### config.mk
export PLATFORM = sky130hd
export DESIGN_NAME = cart_bank_mapper
export DESIGN_NICKNAME = d
export VERILOG_FILES = /design/src/rtl/cart_bank_pkg.sv /design/src/rtl/cart_bank_decode.sv /design/src/rtl/cart_bank_regs.sv /design/src/rtl/cart_bank_addr.sv /design/src/rtl/cart_bank_mapper.sv
export SDC_FILE = /design/constraint.sdc
export NUM_CORES = 1
export LEC_CHECK = 0
export CAP_MARGIN = 20
export CORE_AREA = 2 2 98 53
export DETAILED_ROUTE_END_ITERATION = 6
export DIE_AREA = 0 0 100 55
export GPL_TIMING_DRIVEN = 0
export PLACE_DENSITY = 0.94
export SLEW_MARGIN = 0
export SYNTH_ARGS = -nofsm -noshare
export SYNTH_HDL_FRONTEND = slang
export SYNTH_SLANG_ARGS = --single-unit
### constraint.sdc
create_clock -name clk_i -period 4.5 [get_ports clk_i]
set_clock_uncertainty 0.15 [all_clocks]
set_input_delay 0.45 -clock clk_i [delete_from_list [all_inputs] [get_ports clk_i]]
set_output_delay 0.45 -clock clk_i [all_outputs]
set_load 0.05 [all_outputs]
### src/rtl/cart_bank_pkg.sv
package cart_bank_pkg;
  // register offsets from the I/O base
  localparam int unsigned SelOfs    = 0;
  localparam int unsigned RsvdOfs   = 1;
  localparam int unsigned Page0Ofs  = 2;
  localparam int unsigned SizeOfs   = 3;
  localparam int unsigned PageNBase = 3;  // bank k (k>=1) at base+3+k

  typedef struct packed {
    logic upper_half;
    logic is_16k;
  } size_cfg_t;
endpackage

### src/rtl/cart_bank_decode.sv
module cart_bank_decode #(
  parameter int unsigned        CPU_AW    = 16,
  parameter int unsigned        NUM_BANKS = 8,
  parameter logic [CPU_AW-1:0]  IO_BASE   = 16'hFF40
) (
  input  logic                 slot_en_i,
  input  logic                 cpu_we_i,
  input  logic [CPU_AW-1:0]    cpu_addr_i,
  output logic                 sel_we_o,
  output logic                 size_we_o,
  output logic [NUM_BANKS-1:0] page_we_o
);
  import cart_bank_pkg::*;

  logic wr;
  assign wr = slot_en_i & cpu_we_i;

  assign sel_we_o  = wr && (cpu_addr_i == CPU_AW'(IO_BASE + SelOfs));
  assign size_we_o = wr && (cpu_addr_i == CPU_AW'(IO_BASE + SizeOfs));

  for (genvar b = 0; b < NUM_BANKS; b++) begin : g_page_dec
    localparam logic [CPU_AW-1:0] PageAddr =
      (b == 0) ? CPU_AW'(IO_BASE + Page0Ofs) : CPU_AW'(IO_BASE + PageNBase + b);
    assign page_we_o[b] = wr && (cpu_addr_i == PageAddr);
  end
endmodule

### src/rtl/cart_bank_regs.sv
module cart_bank_regs #(
  parameter int unsigned NUM_BANKS = 8,
  parameter int unsigned PAGE_W    = 6,
  localparam int unsigned SEL_W    = $clog2(NUM_BANKS)
) (
  input  logic                      clk_i,
  input  logic                      rst_ni,
  input  logic                      sel_we_i,
  input  logic                      size_we_i,
  input  logic [NUM_BANKS-1:0]      page_we_i,
  input  logic [PAGE_W-1:0]         wdata_i,
  output logic [SEL_W-1:0]          sel_o,
  output cart_bank_pkg::size_cfg_t  size_o,
  output logic [PAGE_W-1:0]         page_o
);
  import cart_bank_pkg::*;

  logic [SEL_W-1:0]  sel_q;
  size_cfg_t         size_q = '0;
  logic [PAGE_W-1:0] page_arr [NUM_BANKS];

  // only the bank select sees reset
  always_ff @(posedge clk_i or negedge rst_ni) begin
    if (!rst_ni)       sel_q <= '0;
    else if (sel_we_i) sel_q <= wdata_i[SEL_W-1:0];
  end

  always_ff @(posedge clk_i) begin
    if (size_we_i) size_q <= size_cfg_t'(wdata_i[1:0]);
  end

  for (genvar b = 0; b < NUM_BANKS; b++) begin : g_page
    logic [PAGE_W-1:0] page_q = '0;
    always_ff @(posedge clk_i) begin
      if (page_we_i[b]) page_q <= wdata_i;
    end
    assign page_arr[b] = page_q;

    a_r2_page_load: assert property (@(posedge clk_i) disable iff (!rst_ni)
      page_we_i[b] |=> page_q == $past(wdata_i));
  end

  assign sel_o  = sel_q;
  assign size_o = size_q;
  assign page_o = page_arr[sel_q];

  a_r1_sel_load: assert property (@(posedge clk_i) disable iff (!rst_ni)
    sel_we_i |=> sel_q == $past(wdata_i[SEL_W-1:0]));
  a_r7_one_target: assert property (@(posedge clk_i) disable iff (!rst_ni)
    $onehot0({sel_we_i, size_we_i, page_we_i}));
endmodule

### src/rtl/cart_bank_addr.sv
module cart_bank_addr #(
  parameter int unsigned  PAGE_W = 6,
  parameter int unsigned  OFF_W  = 15,
  localparam int unsigned ADDR_W = PAGE_W + OFF_W
) (
  input  logic [PAGE_W-1:0]         page_i,
  input  cart_bank_pkg::size_cfg_t  size_i,
  input  logic [OFF_W-1:0]          off_i,
  output logic [ADDR_W-1:0]         addr_o
);
  logic [OFF_W-1:0] low;

  // 16K mode: top offset bit replaced by half select, image aliases
  always_comb begin
    low = off_i;
    if (size_i.is_16k) low[OFF_W-1] = size_i.upper_half;
  end

  assign addr_o = {page_i, low};
endmodule

### src/rtl/cart_bank_mapper.sv
module cart_bank_mapper #(
  parameter int unsigned        CPU_AW    = 16,
  parameter int unsigned        CPU_DW    = 8,
  parameter int unsigned        NUM_BANKS = 8,
  parameter int unsigned        PAGE_W    = 6,
  parameter int unsigned        OFF_W     = 15,
  parameter logic [CPU_AW-1:0]  IO_BASE   = 16'hFF40,
  localparam int unsigned       ADDR_W    = PAGE_W + OFF_W,
  localparam int unsigned       SEL_W     = $clog2(NUM_BANKS)
) (
  input  logic              clk_i,
  input  logic              rst_ni,
  input  logic              slot_en_i,
  input  logic              cpu_we_i,
  input  logic [CPU_AW-1:0] cpu_addr_i,
  input  logic [CPU_DW-1:0] cpu_data_i,
  input  logic [OFF_W-1:0]  rom_off_i,
  output logic [ADDR_W-1:0] mem_addr_o
);
  import cart_bank_pkg::*;

  logic                 sel_we, size_we;
  logic [NUM_BANKS-1:0] page_we;
  logic [SEL_W-1:0]     sel_w;
  size_cfg_t            size_w;
  logic [PAGE_W-1:0]    page_w;
  logic                 unused_data;

  assign unused_data = ^cpu_data_i;

  cart_bank_decode #(
    .CPU_AW(CPU_AW), .NUM_BANKS(NUM_BANKS), .IO_BASE(IO_BASE)
  ) u_decode (
    .slot_en_i (slot_en_i),
    .cpu_we_i  (cpu_we_i),
    .cpu_addr_i(cpu_addr_i),
    .sel_we_o  (sel_we),
    .size_we_o (size_we),
    .page_we_o (page_we)
  );

  cart_bank_regs #(
    .NUM_BANKS(NUM_BANKS), .PAGE_W(PAGE_W)
  ) u_regs (
    .clk_i    (clk_i),
    .rst_ni   (rst_ni),
    .sel_we_i (sel_we),
    .size_we_i(size_we),
    .page_we_i(page_we),
    .wdata_i  (cpu_data_i[PAGE_W-1:0]),
    .sel_o    (sel_w),
    .size_o   (size_w),
    .page_o   (page_w)
  );

  cart_bank_addr #(
    .PAGE_W(PAGE_W), .OFF_W(OFF_W)
  ) u_addr (
    .page_i(page_w),
    .size_i(size_w),
    .off_i (rom_off_i),
    .addr_o(mem_addr_o)
  );

  a_r8_gated: assert property (@(posedge clk_i) disable iff (!rst_ni)
    !(slot_en_i && cpu_we_i) |=> $stable(sel_w) && $stable(size_w) && $stable(page_w));
  a_r7_reserved: assert property (@(posedge clk_i) disable iff (!rst_ni)
    (slot_en_i && cpu_we_i && cpu_addr_i == CPU_AW'(IO_BASE + RsvdOfs))
      |=> $stable(sel_w) && $stable(size_w) && $stable(page_w));
  a_r4_window: assert property (@(posedge clk_i) disable iff (!rst_ni)
    !size_w.is_16k |-> mem_addr_o[OFF_W-1:0] == rom_off_i);
  a_r5_half: assert property (@(posedge clk_i) disable iff (!rst_ni)
    size_w.is_16k |-> mem_addr_o[OFF_W-1] == size_w.upper_half
                      && mem_addr_o[OFF_W-2:0] == rom_off_i[OFF_W-2:0]);
endmodule

==> results.sh <==
export IMPL_outcome="finished, final reports clean"
export IMPL_fin_setup_tns_ns=0
export IMPL_grt_use_total_pct=18.2
export IMPL_n_antenna_cell=0
export IMPL_timing_hold_violations_final=0
export IMPL_synth_simple_gate_area_share_pct=6.89
export IMPL_drive_gt1_share_pct=21.8
export IMPL_power_leakage_nw=0.987
export IMPL_crit_type="register to output pin"
export IMPL_cts_tree="built"
export IMPL_viasPerCell=5.26
export IMPL_synth_adder_area_share_pct=0
export IMPL_nNetsFinal=216
export IMPL_cp_arrival_ns=2.62
export IMPL_antenna_found_initial=0
export IMPL_busiest_layer="met2"
export IMPL_dp_hpwl_mm=3.48
export IMPL_first_pass_iters=4
export IMPL_critPathRequiredTime_ns=3.90
export IMPL_grt_pass1_wl_mm=6.99
export IMPL_synth_compound_area_share_pct=0
export IMPL_start_kind="register"
export IMPL_syn_num_nets=161
export IMPL_final_util_pct=62.4
export IMPL_synthXorXnorAreaFrac_pct=0
export IMPL_layout_common_cells="50 x edfxtp_1, 47 x clkdlybuf4s50_1, 14 x buf_4"
export IMPL_wl_per_cell_um=19.2
export IMPL_hold_path_class="input pin to async pin"
export IMPL_rrSetupSlack_ns=3.13
export IMPL_cts_max_level=2
export IMPL_max_slew_margin_pct=28.5
export IMPL_grt_max_degree=16
export IMPL_holdBufCountCts=0
export IMPL_yosys_warnings=0
export IMPL_finalCriticalPeriod_ns=3.22
export IMPL_die_w_um=100
export IMPL_start_util_pct=48.9
export IMPL_drcViolationCount=0
export IMPL_ys_seq_area_share_pct=68.9
export IMPL_io_buffers=47
export IMPL_io_pins=64
export IMPL_setup_viol_count_final=0
export IMPL_synth_avg_cell_area_um2=19.4
export IMPL_synthMuxAreaShare_pct=18.7
export IMPL_ys_ff_latch=53
export IMPL_synthToLayoutAreaGrowth_pct=27.6
export IMPL_use_met2_pct=29.2
export IMPL_path_clk_slew_ns=0.08
export IMPL_post_cts_setup_buffer_count=0
export IMPL_cp_top_family="buffers and inverters"
export IMPL_end_kind="output pin"
export IMPL_rsz0062_at_grt="false"
export IMPL_gp_congestion=0.749
export IMPL_cts_resized=0
export IMPL_grt_pass1_vias=1278
export IMPL_clock_fmax_mhz=310
export IMPL_wl_mm=4.49
export IMPL_via_count=1230
export IMPL_ir_drop_mv=0.187
export IMPL_die_area_mm2=0.00550
export IMPL_initialDrtViolationCount=59
export IMPL_insertion_delay_ns=0.29
export IMPL_crit_chain="buf_1 -> mux4_2 -> mux2_2 -> clkdlybuf4s50_1"
export IMPL_tightestPinTransition_ns=1.06
export IMPL_powerDensity_mw_per_mm2=299
export IMPL_syn_area_mm2=0.00229
export IMPL_fin_crit_sh_pct=71.7
export IMPL_fillers=353
export IMPL_core_mm2=0.00468
export IMPL_numCtsBuffers=5
export IMPL_cts_sinks=53
export IMPL_cpMaxStageDelayCell="clkdlybuf4s50_1"
export IMPL_cts_max_path_buffers=2
export IMPL_synth_top_family_by_area="multiplexers"
export IMPL_ant_nets=0
export IMPL_ys_types=23
export IMPL_final_common_cell="edfxtp_1"
export IMPL_max_cap_viol_count=0
export IMPL_drv_slew=0
export IMPL_root_buffer="clkbuf_8"
export IMPL_hold_slack_ns=0.172
export IMPL_die_h_um=55
export IMPL_final_area_mm2=0.00292
export IMPL_netlist_instances=118
export IMPL_rows=18
export IMPL_placed_area_mm2=0.00284
export IMPL_grt_util_met3_pct=6.28
export IMPL_crit_fanout=10
export IMPL_met1_usage_pct=24.7
export IMPL_grt_overflow=0
export IMPL_cpPeakStageDelay_ns=0.72
export IMPL_crit_buf_inv=2
routing by layer:
layer / vias to the layer above / part of all wire [%] / wire, um
met4: 0 / 0.13 / 6
li1: 572 / - / -
met5: - / 0 / 0
met3: 2 / 4.1 / 184
met2: 24 / 47 / 2090
met1: 632 / 49 / 2200
synth_stat cells:
master / n / share of area [%]
buf_6: 1 / 0.49
nand4b_1: 1 / 0.38
nor2b_1: 1 / 0.27
dfrtp_1: 3 / 3.3
inv_1: 1 / 0.16
nand2b_1: 1 / 0.27
nand3_1: 1 / 0.22
buf_1: 2 / 0.33
nand4_1: 2 / 0.55
buf_4: 14 / 4.6
mux2_4: 3 / 2.0
nand2_1: 3 / 0.49
mux2_2: 7 / 3.4
nor2_1: 8 / 1.3
or2_2: 1 / 0.27
nand2b_4: 1 / 0.60
nor4_1: 1 / 0.27
nor3_1: 2 / 0.44
mux4_2: 3 / 3.0
mux4_1: 9 / 10
and4_1: 2 / 0.77
edfxtp_1: 50 / 66
nor4b_4: 1 / 1.0
through the flow:
| stage | setup slack, ns | std cells | total power [W] |
|---|---|---|---|
| 6_report | 1.28 | 234 | 0.000875 |
| 4_1_cts | 1.26 | 234 | 0.000878 |
| 5_1_grt | 1.15 | 234 | 0.000906 |
| 2_1_floorplan | 2.40 | 118 | 0.000588 |
| 3_5_place_dp | 1.58 | 226 | 0.000632 |
| 3_3_place_gp | 1.45 | 225 | 0.000630 |
flip-flops by register name, summed over array words and instances, names as in the netlist:
register / count
u_regs.sel_o: 3
u_regs.size_o: 2
u_regs.g_page.page_q: 48
final timing paths:
kind | depth (start not counted) | end | startpoint
worst max register to register | 2 | u_regs.sel_o[1] | u_regs.sel_o[1]
worst max-delay path | 4 | mem_addr_o[18] | u_regs.sel_o[1]
min in group clk_i | 2 | u_regs.sel_o[0] | u_regs.sel_o[0]
worst min register to register | 2 | u_regs.sel_o[0] | u_regs.sel_o[0]
worst min-delay path | 1 | u_regs.sel_o[2] | rst_ni
max in group asynchronous | 1 | u_regs.sel_o[1] | rst_ni
power breakdown:
part | internal, W | switching [W]
combinational | 0.0000405 | 0.0000420
sequential | 0.000538 | 0.00000000664
clock | 0.000110 | 0.000145
cell families (layout without fill, tap and decap cells):
kind of cell           count (synthesis)  count (layout)
buffers and inverters                 18              74
and+or+nand+nor                       25              25
muxes                                 22              22
DFF                                   53              53
final cells by class:
cell class              count  area, um2  area share (%)
flip-flops and latches     53       1580            54.0
multi-input cells          47        586            20.0
repair buffers             48        475            16.3
plain buffers              17        124            4.24
clock buffers               7       76.3            2.61
well taps                  60       75.1            2.57
clock inverters             1       5.00           0.171
inverters                   1       3.75           0.128
Note: power is estimated with default switching activity, not from simulation.
